$ cat config.mk
export PLATFORM = sky130hd
export DESIGN_NAME = trace_delta_enc
export DESIGN_NICKNAME = d
export VERILOG_FILES = /design/src/rtl/tde_pkg.sv /design/src/rtl/tde_base_regs.sv /design/src/rtl/tde_delta_sel.sv /design/src/rtl/tde_slice.sv /design/src/rtl/trace_delta_enc.sv
export SDC_FILE = /design/constraint.sdc
export NUM_CORES = 1
export LEC_CHECK = 0
export BUFFER_PORTS_ARGS = -buffer_cell sky130_fd_sc_hd__buf_2
export CORE_MARGIN = 2
export CORE_UTILIZATION = 55
export DETAILED_ROUTE_END_ITERATION = 10
export GPL_ROUTABILITY_DRIVEN = 0
export HOLD_SLACK_MARGIN = 0.06
export PLACE_DENSITY = 0.84
export REMOVE_ABC_BUFFERS = 1
export SYNTH_ARGS = -nofsm -noshare
export SYNTH_HDL_FRONTEND = slang
export SYNTH_SLANG_ARGS = --single-unit
$ cat constraint.sdc
create_clock -name clk_i -period 16.53 [get_ports clk_i]
set_input_delay 0.8265 -clock clk_i [delete_from_list [all_inputs] [get_ports clk_i]]
set_output_delay 0.8265 -clock clk_i [all_outputs]
set_load 0.03 [all_outputs]
$ cat src/rtl/tde_pkg.sv
package tde_pkg;
  localparam logic FMT_FULL  = 1'b0;
  localparam logic FMT_DELTA = 1'b1;

  typedef enum logic [1:0] {
    CLS_IFETCH = 2'd0,
    CLS_DREAD  = 2'd1,
    CLS_DWRITE = 2'd2,
    CLS_SPARE  = 2'd3
  } ref_class_e;
endpackage

$ cat src/rtl/tde_base_regs.sv
module tde_base_regs #(
  parameter int ADDR_W      = 32,
  parameter int NUM_CLASSES = 4,
  localparam int CLASS_W    = $clog2(NUM_CLASSES)
) (
  input  logic               clk_i,
  input  logic               rst_ni,
  input  logic               wr_en_i,
  input  logic [CLASS_W-1:0] wr_cls_i,
  input  logic [ADDR_W-1:0]  wr_addr_i,
  input  logic [CLASS_W-1:0] rd_cls_i,
  output logic [ADDR_W-1:0]  rd_addr_o
);
  logic [ADDR_W-1:0] base_q [NUM_CLASSES];

  for (genvar c = 0; c < NUM_CLASSES; c++) begin : g_base
    always_ff @(posedge clk_i or negedge rst_ni) begin
      if (!rst_ni) base_q[c] <= '0;
      else if (wr_en_i && wr_cls_i == CLASS_W'(c)) base_q[c] <= wr_addr_i;
    end
  end

  always_comb begin
    rd_addr_o = '0;
    for (int c = 0; c < NUM_CLASSES; c++)
      if (rd_cls_i == CLASS_W'(c)) rd_addr_o = base_q[c];
  end
endmodule

$ cat src/rtl/tde_delta_sel.sv
module tde_delta_sel #(
  parameter int ADDR_W = 32
) (
  input  logic [ADDR_W-1:0] cur_addr_i,
  input  logic [ADDR_W-1:0] base_addr_i,
  input  logic [ADDR_W-1:0] thresh_i,
  output logic              use_delta_o,
  output logic [ADDR_W-1:0] payload_o
);
  logic [ADDR_W-1:0] diff, mag;

  always_comb begin
    diff        = cur_addr_i - base_addr_i;
    // unsigned view: most negative difference maps to 2^(ADDR_W-1)
    mag         = diff[ADDR_W-1] ? (~diff + 1'b1) : diff;
    use_delta_o = mag < thresh_i;
    payload_o   = use_delta_o ? diff : cur_addr_i;
  end
endmodule

$ cat src/rtl/tde_slice.sv
module tde_slice #(
  parameter int DATA_W = 8
) (
  input  logic              clk_i,
  input  logic              rst_ni,
  input  logic              in_valid_i,
  output logic              in_ready_o,
  input  logic [DATA_W-1:0] in_data_i,
  output logic              out_valid_o,
  input  logic              out_ready_i,
  output logic [DATA_W-1:0] out_data_o
);
  logic              valid_q;
  logic [DATA_W-1:0] data_q;

  assign in_ready_o  = !valid_q || out_ready_i;
  assign out_valid_o = valid_q;
  assign out_data_o  = data_q;

  always_ff @(posedge clk_i or negedge rst_ni) begin
    if (!rst_ni) begin
      valid_q <= 1'b0;
      data_q  <= '0;
    end else if (in_ready_o) begin
      valid_q <= in_valid_i;
      if (in_valid_i) data_q <= in_data_i;
    end
  end
endmodule

$ cat src/rtl/trace_delta_enc.sv
module trace_delta_enc #(
  parameter int ADDR_W      = 32,
  parameter int NUM_CLASSES = 4,
  localparam int CLASS_W    = $clog2(NUM_CLASSES)
) (
  input  logic               clk_i,
  input  logic               rst_ni,
  input  logic [ADDR_W-1:0]  thresh_i,
  input  logic               in_valid_i,
  output logic               in_ready_o,
  input  logic [CLASS_W-1:0] in_label_i,
  input  logic [ADDR_W-1:0]  in_addr_i,
  output logic               out_valid_o,
  input  logic               out_ready_i,
  output logic               out_fmt_o,
  output logic [CLASS_W-1:0] out_label_o,
  output logic [ADDR_W-1:0]  out_payload_o
);
  localparam int REC_W = 1 + CLASS_W + ADDR_W;

  logic [ADDR_W-1:0] base, payload;
  logic              use_delta, acc;
  logic [REC_W-1:0]  rec_q;

  assign acc = in_valid_i && in_ready_o;

  tde_base_regs #(.ADDR_W(ADDR_W), .NUM_CLASSES(NUM_CLASSES)) u_base (
    .clk_i, .rst_ni,
    .wr_en_i(acc), .wr_cls_i(in_label_i), .wr_addr_i(in_addr_i),
    .rd_cls_i(in_label_i), .rd_addr_o(base)
  );

  tde_delta_sel #(.ADDR_W(ADDR_W)) u_sel (
    .cur_addr_i(in_addr_i), .base_addr_i(base), .thresh_i,
    .use_delta_o(use_delta), .payload_o(payload)
  );

  tde_slice #(.DATA_W(REC_W)) u_slice (
    .clk_i, .rst_ni,
    .in_valid_i, .in_ready_o,
    .in_data_i({use_delta ? tde_pkg::FMT_DELTA : tde_pkg::FMT_FULL, in_label_i, payload}),
    .out_valid_o, .out_ready_i, .out_data_o(rec_q)
  );

  assign {out_fmt_o, out_label_o, out_payload_o} = rec_q;
endmodule

# Word-level counts from Yosys, hierarchy flattened
# Cells that the tools add are included.
# op_classes
n_addsub	2
n_lt_le_gt_ge	1
n_eq_ne	3
mux	7
bitwise	1
n_reduce_logical	9
# ops
operator	count
32-bit 2-to-1 mux	6
32-bit by 1-bit adder with 32-bit output (second input constant)	1
32-bit < comparator	1
32-bit inverter	1
32-bit subtractor	1
1-bit logical AND	5
2-bit == test (second input constant)	2
2-bit by 1-bit == test with 1-bit output (second input constant)	1
2-bit zero test	1
2-bit AND reduction	1
1-bit zero test	1
1-bit logical OR	1
1-bit 2-to-1 mux	1
# word_totals
reg_bits	164
input_bits	70
out_inout_bits	37
wordCells	29

# Longest topological paths before layout
# Gate-level depths: netlist of run 1.
# depth
word_depth	11
ltp_mapped	28
mapped_depth_nobuf	22

# By module
# A second synthesis of run 1 with hierarchy kept.
# hier_totals
cells_unflattened	995
hier_area_um2	11257.0
# modules_own_cells
module	n_inst	cells_each	area_each_um2	seq_area_each_um2
tde_base_regs	1	311	5501.5	3203.1
tde_delta_sel	1	606	4276.6	0.0
tde_slice	1	77	1472.7	900.9
trace_delta_enc	1	1	6.3	0.0

# Worst setup path before layout of run 1
# No wires, ideal clock.
# synth_timing
path_type	input to register
startpoint	input port in_label_i[0]
endpoint	register u_slice.data_q[21] (netlist: u_slice.out_data_o[21])
setup_time_ns	0.082
arrival_time_ns	7.253
t_required_ns	16.448
path_slack_ns	9.195
path_stages	26
path_buffers	4
cell_sequence	clkbuf_1 -> buf_1 -> mux4_2 -> ha_1 -> fa_1 -> nand2b_1 -> a21oi_2 -> o21a_1 -> a21oi_1 -> nor4_1 -> nor4b_2 -> and4_1 -> clkbuf_1 -> a21oi_1 -> xor2_1 -> ha_1 -> a21o_1 -> a21o_1 -> a21o_1 -> a21o_1 -> a221o_1 -> o211ai_1 -> o211ai_1 -> clkbuf_1 -> or2_2 -> a31oi_1
# synth_between
elab_chain_len	11
elab_cells_between_ends	14
classes_between	add/sub (2); order compare (1); eq/ne (3); mux (6); bitwise (1); reduce/logical (1)
# synth_rtl
element	line	rtl
from (decl)	trace_delta_enc.sv:11	input logic [CLASS_W-1:0] in_label_i,
2-bit zero test	tde_base_regs.sv:26	if (rd_cls_i == CLASS_W'(c)) rd_addr_o = base_q[c];
32-bit 2-to-1 mux (3 in a row)	tde_base_regs.sv:26	
32-bit 2-to-1 mux *	tde_base_regs.sv:26	
32-bit subtractor *	tde_delta_sel.sv:13	diff = cur_addr_i - base_addr_i;
32-bit inverter	tde_delta_sel.sv:15	mag = diff[ADDR_W-1] ? (~diff + 1'b1) : diff;
32-bit by 1-bit adder with 32-bit output	tde_delta_sel.sv:15	
32-bit 2-to-1 mux	tde_delta_sel.sv:15	
32-bit < comparator	tde_delta_sel.sv:16	use_delta_o = mag < thresh_i;
32-bit 2-to-1 mux *	tde_delta_sel.sv:17	payload_o = use_delta_o ? diff : cur_addr_i;
to (signal assigned)	tde_slice.sv:26	if (in_valid_i) data_q <= in_data_i;
to (decl)	tde_slice.sv:14	logic [DATA_W-1:0] data_q;
# Every way passes the cells marked *; elsewhere a longest branch is shown, timed or not.
# A chain may end at the register's enable or synchronous reset.

# Worst setup path in the final report of run 1
# layout_timing
startpoint	input port in_label_i[0]
endpoint	register u_slice.data_q[19] (netlist: u_slice.out_data_o[19])
# Same word-level chain as after synthesis.

==> results of run 1 <==
[cell type report]
type | count | share of cell area
Clock buffer | 19 | 0.0360
Clock inverter | 13 | 0.0122
Inverter | 70 | 0.0213
Sequential cell | 164 | 0.333
Tap cell | 265 | 0.0269
Multi-Input combinational cell | 783 | 0.520
Timing Repair Buffer | 117 | 0.0503
[synthesized netlist by cell type, types with 16 or more instances]
master    instances
a21oi_1          52
clkbuf_1         39
dfrtp_1         164
ha_1             63
inv_1            70
mux2_2          120
mux2i_1          30
mux4_2           32
nand2_1          90
nand3_1          19
nor2_1           56
o211ai_1         16
o21ai_0          66
xnor2_1          20
xor2_1           25
[kinds of logic (layout without fill, tap and decap cells)]
logic type	Yosys count	in the layout	synth area share
AO/OA/AOI/OAI	218	218	0.131
AND/OR/NAND/NOR	274	274	0.125
adder cells (fa/ha/maj)	64	64	0.0736
flip-flops	164	164	0.374
buffers and inverters	123	219	0.0448
XOR/XNOR	45	45	0.0359
multiplexers	182	182	0.216
[state kept, by name, summed over array words and instances, names as in the netlist]
name	flops
u_base.base_q	128
u_slice.out_valid_o	1
u_slice.out_data_o	35
[worst paths after layout]
kind | start | to | slack (ns) | cells past startpoint
worst max-delay path | in_label_i[0] | u_slice.out_data_o[19] | 9.26 | 25
worst min-delay path | rst_ni | u_base.base_q[44] | 0.46 | 1
worst max register to register | u_base.base_q[96] | u_slice.out_data_o[19] | 10.04 | 23
worst min register to register | u_slice.out_data_o[32] | u_slice.out_data_o[32] | 0.47 | 2
max in group asynchronous | rst_ni | u_base.base_q[110] | 14.59 | 2
min in group clk_i | u_slice.out_data_o[32] | u_slice.out_data_o[32] | 0.47 | 2
[per-stage QoR]
stage               hold WS [ns]  std cells  utilization  worst slack (ns)
floorplan                  0.445       1017            -              7.51
global placement           0.457       1399        0.600              9.21
detailed placement         0.461       1399        0.600              8.97
CTS                        0.475       1431        0.631              9.35
global route               0.497       1431        0.631              8.72
finish                     0.457       1431        0.631              9.26
[where the power goes]
group	switching (µW)	internal (µW)	leakage, µW
logic	653	455	0.00333
registers	67.3	511	0.00197
clock network	176	229	0.000279
[metal layers]
layer / share of wire / vias to the layer above / track usage
met5: 0 / - / 0
met4: 0.022 / 0 / 0.0858
met3: 0.052 / 54 / 0.0370
met2: 0.49 / 306 / 0.443
met1: 0.43 / 4448 / 0.374
li1: - / 4055 / -
[critical path, delay by kind of cell]
family | cells | cell delay (ns)
compound gates | 12 | 2.27
simple gates | 4 | 1.64
buf+inv | 3 | 0.92
mux | 2 | 0.90
fa+ha+maj | 3 | 0.84
xor+xnor | 1 | 0.16
==> results.md, run 1 <==
* Clock root buffer: clkbuf_16
* Worst path arrival time at 7.62 ns
* Fin nets at 1,287
* Cell Rows at 51
* Worst Clk Skew at 0.0116 ns
* CTS buffer count at 17
* Register area share after synthesis at 0.374
* Endpoints failing hold at 0
* Critical Path End Type: flip-flop
* Top cells by area, synth: dfrtp_1, mux2_2, ha_1
* Total power at 2090 µW
* CTS tree: built
* Hold Path Class: primary input to asynchronous set/reset pin
* Initial Utilization at 0.563
* Area of the multi-input gates at 6400 µm²
* P per Cell Area at 170 nW/µm²
* Req. time, crit path at 16.88 ns
* Post-layout min period at 7.27 ns
* Register area at 4100 µm²
* Routed wire length per instance at 19.7 µm
* Kind of critical path: primary input to flip-flop
* Max_cap viols at 0
* Syn-to-layout area delta at 12.1%
* Layout cells sized above 1 at 0.280
* Full die area at 21,100 µm²
* Ys async rst share at 1.00
* Worst slew pin tran at 0.980 ns
* Cell repeated most along the worst path: a21o_1
* Vias at 8,863
* Largest net degree at the start of global routing at 87
* HPWL Detailed at 20,000 µm
* Status: completed
* IR drop worst, VDD at 82.9 µV
* Fillers at 1,553
* IO Pins at 107
* Static Leak at 0.00558 µW
* Die height at 145 µm
* Fmax at 137 MHz
* Post-synth EDFFs at 0
* Die X at 145 µm
* Iter 0 DRT Violations at 879
* Slew Viols, Final at 0
* First-pass DRT Iterations at 5
* GRT overflow at 0
* Global-route wire length before repair at 46,000 µm
* Slowest cell on the critical path: mux4_2
* Gr usage total at 0.270
* Core Area at 19,500 µm²
* Setup TNS at 0 ns
* Post-CTS Setup Bufs at 0
* I/O Buffers at 106
* Final WL at 28,200 µm
* Max Buffers Root-to-Sink at 2
* CP Max Fanout at 37
* Reg clk slew, reported paths at 0.07 ns
* Vias/cell at 6.19
* Seq cells post-synth at 164
* Commonest non-fill, non-tap cell in the layout: dfrtp_1
* # resized after CTS at 0
* N_diodes at 0
* Synth Warn # at 0
* Post-cts hold buffer count at 0
* CTS H-Tree Depth at 4
* Top_reg_cell synth: dfrtp_1
* Clock Sinks at 164
* Setup violators final at 0
* Drt drc at 0
* Antenna violations before repair at 0
* Final Cycle Share at 0.440
* Detail Route Antenna Nets at 0
* Syn_area_per_cell at 10.3 µm²
* Post-synthesis instance area at 11,000 µm²
* Clock Latency Late Sink at 0.44 ns
* Cells after synthesis at 1,070
* Area of placed instances at 11,700 µm²
* RSZ-0062 raised after global routing: false
* Vias in the first global route at 8,814
* Startpoint Class: primary input
* Most frequent cells in the layout: dfrtp_1, mux2_2, buf_2, nand2_1, inv_1
* Post-route cell area at 12,300 µm²
* Share of the synthesized area in the top cell type at 0.374
* Max stage delay on crit path at 0.59 ns
* Netlist cell types at 77
* Yosys top cell by area: dfrtp_1
* Worst relative slew slack at 0.346
No activity file was read; power rests on OpenSTA's default activity.
==> inputs of run 2 (changes only) <==
==> constraint.sdc (replaced) <==
create_clock -name clk_i -period 6.9 [get_ports clk_i]
set_input_delay 0.345 -clock clk_i [delete_from_list [all_inputs] [get_ports clk_i]]
set_output_delay 0.345 -clock clk_i [all_outputs]
set_load 0.03 [all_outputs]
==> results.md, run 2 (synthesized netlist as in run 1, its figures left out) <==
* Max Buffers Root-to-Sink at 2 (unchanged)
* Max_cap viols at 0 (unchanged)
* Syn-to-layout area delta at 13.8%
* Final Cycle Share at 0.930
* Drt drc at 0 (unchanged)
* Req. time, crit path at 7.25 ns (-9.63 ns)
* Max reg flops at 128 (unchanged)
* IR drop worst, VDD at 229 µV (+180%)
* Antenna violations before repair at 0 (unchanged)
* Cell Rows at 51 (unchanged)
* Post-CTS Setup Bufs at 0 (unchanged)
* First-pass DRT Iterations at 5 (unchanged)
* Worst reg-to-reg setup slack at 0.48 ns (-9.56 ns)
* Core Area at 19,500 µm² (unchanged)
* CTS H-Tree Depth at 4 (unchanged)
* I/O Buffers at 106 (unchanged)
* WL met3 at 1630 µm (+12%)
* Fmax at 156 MHz
* N_diodes at 0 (unchanged)
* Dpl cells at 1,410 (+0.79%)
* Slowest cell on the critical path: or4_4
* Commonest non-fill, non-tap cell in the layout: dfrtp_1
* CP cell instances: mux4_2 -> ha_1 -> fa_1 -> nand2b_1 -> a21oi_2 -> o21ai_1 -> o21a_1 -> o21ai_0 -> mux2i_1 -> or4_4 -> or4_1 -> o311ai_1 -> ha_1 -> nand2_1 -> nor2_1 -> nand3_1 -> or3_1 -> o211ai_1 -> buf_4 -> mux2_2 -> o21ai_0
* Final WL at 28,600 µm (+1.5%)
* Max stage delay on crit path at 0.58 ns (about the same)
* Detail Route Antenna Nets at 0 (unchanged)
* Die X at 145 µm (unchanged)
* Global-route wire length before repair at 47,100 µm (+2.3%)
* Clock root buffer: clkbuf_16
* CP bufs+invs at 1 (-2)
* Iter 0 DRT Violations at 718 (-18%)
* Clock Latency Late Sink at 0.44 ns (about the same)
* Biggest register: u_base.base_q
* CTS tree: built
* Startpoint Class: flip-flop
* Kind of critical path: flip-flop to flip-flop
* CP top delay family: simple AND/OR/NAND/NOR gates
* Initial Utilization at 0.563 (unchanged)
* GRT overflow at 0 (unchanged)
* Layout cells sized above 1 at 0.288 (+0.00819)
* Static Leak at 0.00568 µW (+1.8%)
* Worst path arrival time at 6.77 ns (-0.85 ns)
* Endpoints failing hold at 0 (unchanged)
* CP Max Fanout at 27 (-27%)
* Routed wire length per instance at 19.8 µm (+0.65%)
* Max layer used: met4
* Die height at 145 µm (unchanged)
* Hold Path Class: primary input to flip-flop
* Most frequent cells in the layout: dfrtp_1, mux2_2, buf_2, nand2_1, inv_1
* Setup TNS at 0 ns (unchanged)
* Full die area at 21,100 µm² (unchanged)
* Post-layout min period at 6.42 ns
* Worst relative slew slack at 0.367 (+0.0203)
* CTS buffer count at 17 (unchanged)
* Setup violators final at 0 (unchanged)
* RSZ-0062 raised after global routing: false
* RR Startpoint: u_base.base_q[32]
* Fin nets at 1,299 (+0.93%)
* Hold slack at 0.136 ns (-0.322 ns)
* Worst slew pin tran at 0.950 ns (-0.0305 ns)
* Vias in the first global route at 9,114 (+3.4%)
* Vias at 8,919 (+0.63%)
* IO Pins at 107 (unchanged)
* Hold_sp: in_valid_i
* Worst Clk Skew at 0.0126 ns (+0.00103 ns)
* Reg clk slew, reported paths at 0.08 ns (about the same)
* Gr usage total at 0.276 (+0.00614)
* Status: completed
* Vias/cell at 6.18 (-0.21%)
* Met1 wire length at 12,400 µm (+1.5%)
* P per Cell Area at 414 nW/µm² (+140%)
* Met2 WL post-DR at 13,700 µm (-1.1%)
* HPWL Detailed at 20,300 µm (+1.4%)
* Slew Viols, Final at 0 (unchanged)
* Largest net degree at the start of global routing at 90 (+3.4%)
* Worst setup startpoint: u_base.base_q[32]
* Clock Sinks at 164 (unchanged)
* Finished Layout Cells at 1,443 (+0.84%)
* Fillers at 1,557 (+0.26%)
* Critical Path End Type: flip-flop
-- run 2: cell count changes in the layout (fill, tap and decap cells not counted), sizes merged --
cell / delta
inv: +1
bufinv: +2
clkbuf: -2
dlygate4sd3: +1
clkinv: +1
clkinvlp: -2
buf: +11
-- run 2: routing by layer --
layer / up-vias / global-route usage
li1: 4072 / -
met1: 4441 / 0.372
met2: 345 / 0.450
met3: 61 / 0.0433
met4: 0 / 0.112
met5: - / 0
-- run 2: repair_timing --
item / 4_1_cts / 5_1_grt
hold endpoints to repair: 88 / 0
resized for setup: 0 / 1
endpoints found under the setup margin: 0 / 1
hold buffers: 1 / 0
-- run 2: power by group --
group	total (µW)	switching [µW]	internal [µW]
clock network	1060	443	618
registers	1370	151	1220
logic	2730	1600	1130
-- run 2: layout make-up --
type | instances | area, µm² | area share
multi-input combinational | 783 | 6410 | 0.513
inverter | 70 | 263 | 0.0210
clock inverter | 15 | 221 | 0.0177
clock buffer | 17 | 425 | 0.0340
timing repair buffer | 129 | 737 | 0.0590
sequential | 164 | 4100 | 0.328
tap | 265 | 332 | 0.0265
-- run 2: final timing paths --
check | end | cells after the start
min | u_slice.out_valid_o | 2
min in group asynchronous | u_base.base_q[42] | 2
max in group asynchronous | u_base.base_q[107] | 3
min reg2reg | u_slice.out_data_o[2] | 2
max reg2reg | u_slice.out_data_o[19] | 21
max | u_slice.out_data_o[19] | 21
-- run 2: through the flow --
step	setup WS (ns)	instance area [µm²]	power, µW	utilization
2_1_floorplan	-1.64	10800	3330	-
3_3_place_gp	0.344	11800	3950	0.606
3_5_place_dp	0.193	11800	4050	0.606
4_1_cts	0.520	12500	5130	0.640
5_1_grt	0.0682	12500	5490	0.640
6_report	0.483	12500	5170	0.640
==> inputs of run 3 (changes only) <==
--- a/config.mk
+++ b/config.mk
@@ -7,11 +7,11 @@
 export LEC_CHECK = 0
 export BUFFER_PORTS_ARGS = -buffer_cell sky130_fd_sc_hd__buf_2
 export CORE_MARGIN = 2
-export CORE_UTILIZATION = 55
+export CORE_UTILIZATION = 30
 export DETAILED_ROUTE_END_ITERATION = 10
 export GPL_ROUTABILITY_DRIVEN = 0
 export HOLD_SLACK_MARGIN = 0.06
-export PLACE_DENSITY = 0.84
+export PLACE_DENSITY = 0.55
 export REMOVE_ABC_BUFFERS = 1
 export SYNTH_ARGS = -nofsm -noshare
 export SYNTH_HDL_FRONTEND = slang
==> results.md, run 3 (synthesized netlist as in run 1, its figures left out) <==
* Clock root buffer: clkbuf_16
* Cell Rows at 70 (+37%)
* Worst slew pin tran at 1.05 ns (+0.0961 ns)
* IR drop worst, VDD at 180 µV (-22%)
* P per Cell Area at 395 nW/µm² (-4.5%)
* Max stage delay on crit path at 0.59 ns (about the same)
* Final worst slack at 0.590 ns (+0.107 ns)
* Max_cap viols at 0 (unchanged)
* IO Pins at 107 (unchanged)
* Largest net degree at the start of global routing at 95 (+5.6%)
* CTS buffer count at 17 (unchanged)
* Static Leak at 0.00568 µW (about the same)
* Worst relative slew slack at 0.303 (-0.0641)
* Die height at 195 µm (+34%)
* Endpoints failing hold at 0 (unchanged)
* Vias/cell at 5.12 (-17%)
* Slowest cell on the critical path: or4_4
* GRT overflow at 0 (unchanged)
* Global-route wire length before repair at 48,700 µm (+3.5%)
* Slew Viols, Final at 0 (unchanged)
* Detail Route Antenna Nets at 0 (unchanged)
* Worst Clk Skew at 0.0136 ns (+0.00101 ns)
* Status: completed
* Die X at 195 µm (+34%)
* Worst reg-to-reg setup slack at 0.59 ns (+0.11 ns)
* Total power at 5030 µW (-2.7%)
* Post-layout min period at 6.31 ns (-0.107 ns)
* CP bufs+invs at 1 (unchanged)
* CP top delay family: simple AND/OR/NAND/NOR gates
* Antenna violations before repair at 0 (unchanged)
* Setup TNS at 0 ns (unchanged)
* Post-route cell area at 12,700 µm² (+1.8%)
* Biggest register: u_base.base_q
* Startpoint Class: flip-flop
* CP cell instances: mux4_2 -> ha_1 -> fa_1 -> nand2b_1 -> a21oi_2 -> o21ai_1 -> o21a_1 -> o21ai_0 -> mux2i_1 -> or4_4 -> or4_1 -> o311ai_1 -> ha_1 -> nand2_1 -> nor2_1 -> nand3_1 -> or3_1 -> o211ai_1 -> buf_4 -> mux2_2 -> o21ai_0
* Setup violators final at 0 (unchanged)
* Final Cycle Share at 0.915 (-0.0155)
* Kind of critical path: flip-flop to flip-flop
* Req. time, crit path at 7.27 ns (+0.02 ns)
* Clock Latency Late Sink at 0.44 ns (about the same)
* Drt drc at 0 (unchanged)
* Final WL at 30,600 µm (+7.1%)
* Pre-CTS WS at 0.172 ns (-0.0210 ns)
* CP Max Fanout at 15 (-44%)
* Vias in the first global route at 8,510 (-6.6%)
* CTS tree: built
* Routed wire length per instance at 18.5 µm (-6.8%)
* First-pass DRT Iterations at 5 (unchanged)
* N_diodes at 0 (unchanged)
* Iter 0 DRT Violations at 501 (-30%)
* HPWL Detailed at 23,500 µm (+16%)
* Core Area at 36,300 µm² (+86%)
* I/O Buffers at 106 (unchanged)
* Worst path arrival time at 6.68 ns (-0.09 ns)
* Reg clk slew, reported paths at 0.07 ns (about the same)
* Full die area at 38,200 µm² (+81%)
* RSZ-0062 raised after global routing: false
* Layout cells sized above 1 at 0.294 (+0.00609)
* Max reg flops at 128 (unchanged)
* Max Buffers Root-to-Sink at 2 (unchanged)
* Vias at 8,487 (-4.8%)
* Fmax at 158 MHz (+1.7%)
* Commonest non-fill, non-tap cell in the layout: dfrtp_1
* Most frequent cells in the layout: dfrtp_1, mux2_2, buf_2, nand2_1, inv_1
* Post-CTS Setup Bufs at 0 (unchanged)
* Critical Path End Type: flip-flop
* Clock Sinks at 164 (unchanged)
* # resized after CTS at 0 (unchanged)
* Syn-to-layout area delta at 15.8%
* Hold Path Class: primary input to flip-flop
* Area of placed instances at 12,200 µm² (+2.8%)
* Initial Utilization at 0.302 (-0.260)
* Fin nets at 1,312 (+1.0%)
* CTS H-Tree Depth at 4 (unchanged)
* Gr usage total at 0.164 (-0.112)
==> run 3: final timing paths <==
kind,from,end,depth (start not counted)
setup / recovery,u_base.base_q[0],u_slice.out_data_o[0],21
hold / removal,in_valid_i,u_slice.out_valid_o,2
setup reg to reg,u_base.base_q[0],u_slice.out_data_o[0],21
hold reg to reg,u_slice.out_data_o[26],u_slice.out_data_o[26],2
max in group asynchronous,rst_ni,u_base.base_q[117],3
min in group asynchronous,rst_ni,u_slice.out_valid_o,2
==> run 3: area by class of cell <==
| cell class | count | area [µm²] |
|---|---|---|
| clock inverters | 14 | 120 |
| inverters | 70 | 263 |
| clock buffers | 18 | 429 |
| repair buffers | 142 | 822 |
| multi-input cells | 783 | 6400 |
| fillers | 3662 | 23600 |
| well taps | 468 | 586 |
| flip-flops and latches | 164 | 4100 |
==> run 3: timing repair <==
item                                    4_1_cts  5_1_grt
endpoints found under the hold margin        52        0
endpoints found under the setup margin        0        0
hold buffers                                  1        0
==> run 3: worst register-to-register path: stages (launching register included) <==
cell,delay [ns]
dfrtp_1,0.38
mux4_2,0.48
ha_1,0.24
fa_1,0.40
nand2b_1,0.19
a21oi_2,0.29
o21ai_1,0.17
o21a_1,0.25
o21ai_0,0.40
mux2i_1,0.21
or4_4,0.59
or4_1,0.52
o311ai_1,0.10
ha_1,0.19
nand2_1,0.06
nor2_1,0.15
nand3_1,0.12
or3_1,0.37
o211ai_1,0.26
buf_4,0.34
mux2_2,0.38
o21ai_0,0.14
==> run 3: report_power, final <==
part           switching [µW]  leakage (µW)  internal [µW]
combinational            1590       0.00345           1160
clock                     445      0.000257            471
sequential                130       0.00197           1220
==> run 3: metal layers <==
| metal | track usage | vias to the layer above | part of all wire |
|---|---|---|---|
| li1 | - | 4109 | - |
| met1 | 0.235 | 4192 | 0.50 |
| met2 | 0.259 | 159 | 0.46 |
| met3 | 0.0268 | 27 | 0.032 |
| met4 | 0.0396 | 0 | 0.013 |
| met5 | 0 | - | 0 |
==> run 3: stage by stage <==
stage | instances | hold WS (ns) | utilization
final | 1659 | 0.138 | 0.350
after global routing | 1659 | 0.131 | 0.350
after CTS | 1659 | 0.113 | 0.350
after detailed placement | 1626 | 0.466 | 0.335
after global placement | 1626 | 0.459 | 0.335
after floorplan | 1017 | 0.0494 | -
